$ cat config.mk
export PLATFORM = sky130hd
export DESIGN_NAME = e1_err_inject
export DESIGN_NICKNAME = d
export VERILOG_FILES = /design/src/rtl/e1_err_inject.sv
export SDC_FILE = /design/constraint.sdc
export NUM_CORES = 1
export LEC_CHECK = 0
export BUFFER_PORTS_ARGS = -buffer_cell sky130_fd_sc_hd__buf_2
export CELL_PAD_IN_SITES_DETAIL_PLACEMENT = 1
export CELL_PAD_IN_SITES_GLOBAL_PLACEMENT = 1
export CORE_ASPECT_RATIO = 2
export CORE_MARGIN = 4
export CORE_UTILIZATION = 38
export DETAILED_ROUTE_END_ITERATION = 8
export PLACE_DENSITY = 0.72
export SLEW_MARGIN = 20
export SYNTH_ARGS = -nofsm -noshare
export SYNTH_HDL_FRONTEND = slang
export SYNTH_SLANG_ARGS = --single-unit
$ cat constraint.sdc
create_clock -name clk -period 4.03 [get_ports clk]
set_clock_uncertainty 0.2 [all_clocks]
set_input_delay 1.0075 -clock clk [delete_from_list [all_inputs] [get_ports clk]]
set_output_delay 1.0075 -clock clk [all_outputs]
set_load 0.01 [all_outputs]
$ cat src/rtl/e1_err_inject.sv
module e1_err_inject #(
  parameter logic [7:0] FAS_FLIP_BIT  = 8'd7,
  parameter logic [7:0] CRC_FLIP_BIT  = 8'd0,
  parameter logic [7:0] NFAS_FLIP_BIT = 8'd1,
  parameter logic [7:0] PAY_FLIP_BIT  = 8'd8,
  parameter logic [7:0] EBIT_BIT      = 8'd0,
  parameter logic [3:0] EBIT_FRM_A    = 4'd13,
  parameter logic [3:0] EBIT_FRM_B    = 4'd15
) (
  input  logic       clk,
  input  logic       rst_n,
  input  logic       bit_en,
  input  logic       din,
  input  logic [7:0] bit_idx,
  input  logic [3:0] frm_idx,
  input  logic       fas_frm,
  input  logic       arm_bpv,
  input  logic       arm_crc,
  input  logic       arm_fas,
  input  logic       arm_nfas,
  input  logic       arm_pay,
  input  logic       arm_ebit,
  input  logic       los,
  output logic       rail_p,
  output logic       rail_n
);
  localparam logic [1:0] C_ZERO = 2'd0;
  localparam logic [1:0] C_ONE  = 2'd1;
  localparam logic [1:0] C_B    = 2'd2;
  localparam logic [1:0] C_V    = 2'd3;

  logic p_fas, p_crc, p_nfas, p_pay, p_bpv, p_ebit, ebit_on;
  logic [1:0] s0, s1, s2, s3;
  logic [1:0] zrun;
  logic       odd;
  logic       pol;

  wire hit_fas  = p_fas  &&  fas_frm && bit_idx == FAS_FLIP_BIT;
  wire hit_crc  = p_crc  &&  fas_frm && bit_idx == CRC_FLIP_BIT;
  wire hit_nfas = p_nfas && !fas_frm && bit_idx == NFAS_FLIP_BIT;
  wire hit_pay  = p_pay  && bit_idx == PAY_FLIP_BIT;

  wire ebit_slot  = ebit_on && !fas_frm && bit_idx == EBIT_BIT &&
                    (frm_idx == EBIT_FRM_A || frm_idx == EBIT_FRM_B);
  wire ebit_last  = ebit_slot && frm_idx == EBIT_FRM_B;
  wire ebit_start = p_ebit && bit_idx == 8'd0 && frm_idx == 4'd0;

  wire flip    = hit_fas | hit_crc | hit_nfas | hit_pay;
  wire x       = ebit_slot ? 1'b0 : (din ^ flip);
  wire hit_bpv = p_bpv && x && !los;
  wire subst   = !x && zrun == 2'd3 && !los;

  always_ff @(posedge clk or negedge rst_n) begin
    if (!rst_n) begin
      p_fas <= 1'b0; p_crc <= 1'b0; p_nfas <= 1'b0;
      p_pay <= 1'b0; p_bpv <= 1'b0; p_ebit <= 1'b0;
      ebit_on <= 1'b0;
    end else begin
      p_fas   <= arm_fas  | (p_fas  & ~(bit_en & hit_fas));
      p_crc   <= arm_crc  | (p_crc  & ~(bit_en & hit_crc));
      p_nfas  <= arm_nfas | (p_nfas & ~(bit_en & hit_nfas));
      p_pay   <= arm_pay  | (p_pay  & ~(bit_en & hit_pay));
      p_bpv   <= arm_bpv  | (p_bpv  & ~(bit_en & hit_bpv));
      p_ebit  <= arm_ebit | (p_ebit & ~(bit_en & ebit_start));
      ebit_on <= (ebit_on & ~(bit_en & ebit_last)) | (bit_en & ebit_start);
    end
  end

  always_ff @(posedge clk or negedge rst_n) begin
    if (!rst_n) begin
      s0 <= C_ZERO; s1 <= C_ZERO; s2 <= C_ZERO; s3 <= C_ZERO;
      zrun <= 2'd0;
      odd  <= 1'b0;
    end else if (bit_en) begin
      s0   <= (subst || hit_bpv) ? C_V : (x ? C_ONE : C_ZERO);
      s1   <= s0;
      s2   <= s1;
      s3   <= (subst && !odd) ? C_B : s2;
      odd  <= subst ? 1'b0 : (odd ^ x);
      zrun <= (x || subst || los) ? 2'd0 : zrun + 2'd1;
    end
  end

  always_ff @(posedge clk or negedge rst_n) begin
    if (!rst_n) begin
      rail_p <= 1'b0;
      rail_n <= 1'b0;
      pol    <= 1'b0;
    end else if (bit_en) begin
      if (los) begin
        rail_p <= 1'b0;
        rail_n <= 1'b0;
      end else begin
        case (s3)
          C_ONE, C_B: begin
            rail_p <= ~pol;
            rail_n <= pol;
            pol    <= ~pol;
          end
          C_V: begin
            rail_p <= pol;
            rail_n <= ~pol;
          end
          default: begin
            rail_p <= 1'b0;
            rail_n <= 1'b0;
          end
        endcase
      end
    end
  end

  p_rails_excl_r12: assert property (@(posedge clk) disable iff (!rst_n)
    !(rail_p && rail_n));

  p_los_quiet_r10: assert property (@(posedge clk) disable iff (!rst_n)
    bit_en && los |=> !rail_p && !rail_n);

  p_mark_sent_r2: assert property (@(posedge clk) disable iff (!rst_n)
    bit_en && !los && s3 == C_ONE |=> rail_p ^ rail_n);

  p_viol_repeat_r9: assert property (@(posedge clk) disable iff (!rst_n)
    bit_en && !los && s3 == C_V |=> rail_p == $past(pol) && rail_n == !$past(pol));

  p_ebit_done_r8: assert property (@(posedge clk) disable iff (!rst_n)
    bit_en && ebit_last |=> !ebit_on);

  p_fas_once_r11: assert property (@(posedge clk) disable iff (!rst_n)
    bit_en && hit_fas && !arm_fas |=> !p_fas);

  p_bpv_once_r11: assert property (@(posedge clk) disable iff (!rst_n)
    bit_en && hit_bpv && !arm_bpv |=> !p_bpv);
endmodule

==> flow_summary.ini <==
[synth]
yosys_register_bits = 21
avgSynthCellArea_um2 = 11.21
syn-cell-area_um2 = 1054
netlist_instances = 94
yosysUniqueCellTypes = 35
synth-seq-area-share = 0.4988
synth_fp_nets = 120
yosysWarnings = 0

[setup_path]
timing.rr.start = p_pay
cp_cell_sequence = buf_2, nor4_2, o21ai_1, a311o_1, a21oi_1, mux2i_1
worst-setup-path-type = in -> reg
cp_data_arrival_time_ps = 2520
critPathBufInv = 1
cp_top_family = compound AO/OA/AOI/OAI gates
cpMaxStageDelayCell = nor4_2
slowest_delay_ps = 410
worst_ep_required_time_ps = 4020
cp-start-kind = primary input
r2r_end = odd
rr_worst_depth = 5
end_kind = flop
ff2ff_setup_slack_ps = 2120
cp_max_fo = 5

[sta]
period_share = 0.6289
rsz0062_at_grt = no
layout_setup_ws_ps = 1496
slew_viol_final = 0
slew_headroom = 0.6822
layout_min_cycle_time_ps = 2534
max_clock_freq_mhz = 394.6
worst_pin_slew_ps = 475.8
finalHoldViolations = 0
fin_setup_tns_ps = 0
finalSetupViolCount = 0

[detailed_routing]
remaining_drc_errors = 0
viasPerCell = 5.813
vias = 872
drt_pass1_iterations = 4
wl_mm = 2.659
drtAntennaViolNets = 0
wl_per_cell_um = 17.73
drt_iter0_markers = 6

[run]
drv_cap = 0

[clocking]
post_cts_resized = 0
clkLatencyLatePin_ps = 270
clk_path_buf_depth = 2
cts_tree = done
clockRootBuffer = clkbuf_8
cts_buffers = 3
post_cts_buffers = 0
htreeDepth = 1
hold_buffers = 0
cts_sinks = 21
clk_pin_slew_ps = 70

[grt]
grt_pass1_vias = 1003
grt_antenna_before_repair = 0
grt_max_degree = 22
grt_pass1_wl_mm = 4.505
grt_overflow = 0
grt_use_total = 0.1739

[placed_design]
gp_congestion = 0.8465
dp_cells = 146
dp_slack_ps = 1214
port_buffers = 25
place_area_um2 = 1210
dp_hpwl_mm = 2.167

[floorplanning]
dieArea_um2 = 3730
core-area_um2 = 2603
initial_core_util = 0.4048
die_x_um = 45.23
num_rows = 26
die_h_um = 82.46
ios = 26

[power_and_ir_drop]
peakVddDrop_uv = 300.0
power_mw = 0.5067
leakage_nw = 0.5623
power_density_nw_per_um2 = 403.4

[layout]
nets = 149
n_antenna_cell = 0
drive_gt1_frac = 0.3115
area_growth_pct = 19.24
design_area_um2 = 1256
final_cells = 150

[min_path]
min_path_cells = 1
min_from = p_pay
min_path_type = reg -> reg
hold_path_end = p_pay

[outcome]
outcome = complete, no violations
sequential cells by signal, summed over array words and instances (netlist names):
name	cells
p_pay	1
p_ebit	1
rail_p	1
odd	1
ebit_on	1
s2	2
pol	1
rail_n	1
s0	2
p_fas	1
p_bpv	1
p_crc	1
p_nfas	1
s1	2
zrun	2
s3	2
how the worst max path moves through the flow:
| stage | from | end | slack (ps) | cells past startpoint |
|---|---|---|---|---|
| finish | bit_idx[5] | odd | 1500 | 6 |
| global route | bit_idx[5] | zrun[0] | 1310 | 5 |
| CTS | bit_idx[5] | zrun[0] | 1520 | 5 |
| detailed placement | bit_idx[5] | odd | 1210 | 6 |
| global placement | bit_idx[5] | odd | 1270 | 6 |
| floorplan | bit_idx[5] | odd | 1490 | 5 |
through the flow:
| step | utilization | hold slack, ps |
|---|---|---|
| final | 0.4827 | 275.0 |
| after global routing | 0.4827 | 308.9 |
| after CTS | 0.4827 | 282.5 |
| after detailed placement | 0.4649 | 264.9 |
| after global placement | 0.4649 | 257.3 |
| after floorplan | - | 241.0 |
synthesized netlist by cell type (all sizes together):
cell      n  area share
nor2b     2       0.012
o31a      1      0.0083
mux2i     4       0.038
inv       2      0.0071
nand3     4       0.019
a311o     1      0.0095
a21boi    1       0.011
dfrtp    21        0.50
o41ai     1      0.0083
o2bb2ai   3       0.025
nand3b    3       0.021
a21o      5       0.036
nand2     9       0.032
a21bo     1      0.0095
a211o     1      0.0083
o31ai     1      0.0071
a21oi     3       0.014
nor4b     1      0.0083
nand4     3       0.018
and4b     1      0.0095
xnor2     1      0.0083
nor3      2      0.0095
o21ai     2      0.0095
nand2b    2       0.012
and4      1      0.0083
a221o     1      0.0095
ha        2       0.024
and3      2       0.012
nor2      3       0.011
nor4      3       0.024
buf       1      0.0036
mux2      5       0.053
a32oi     1       0.015
report_power, final:
part	switching [mW]	internal [mW]	leakage, nW
registers	0.0257	0.242	0.245
logic	0.0468	0.0509	0.292
clock network	0.0725	0.0692	0.0255
total	0.145	0.362	0.562
kinds of logic after synthesis:
kind of cell,after synthesis,synth area share
AND/OR/NAND/NOR,36,0.1960
AO/OA/AOI/OAI,22,0.1710
flip-flops,21,0.4988
multiplexers,9,0.09145
buffers and inverters,3,0.01069
adder cells (fa/ha/maj),2,0.02375
XOR/XNOR,1,0.008315
layout by cell type, fill, tap and decap left out, types with 3 or more instances in the layout:
cell type,netlist,routed
buf_2,0,25
dfrtp_1,21,21
nand2_1,9,9
a21o_1,5,5
mux2_2,5,5
nand3_1,4,4
mux2i_1,4,4
nand4_1,3,3
nand3b_1,3,3
nor2_1,3,3
a21oi_1,3,3
o2bb2ai_1,3,3
clkbuf_8,0,3
final cells by class:
type	instances	area (um2)
clock inverters	1	5.005
flip-flops and latches	21	525.5
well taps	28	35.03
fillers	318	1346
multi-input cells	70	516.7
repair buffers	25	125.1
inverters	2	7.507
clock buffers	3	41.29
routing by layer:
metal / vias up / wire, um / share of wire / GRT usage
met2: 26 / 1464 / 0.55 / 0.3040
met5: - / 0 / 0 / 0
met3: 7 / 154 / 0.058 / 0.04338
li1: 415 / - / - / -
met4: 0 / 89 / 0.033 / 0.1202
met1: 424 / 950 / 0.36 / 0.1701
No activity file was read; power rests on OpenSTA's default activity.
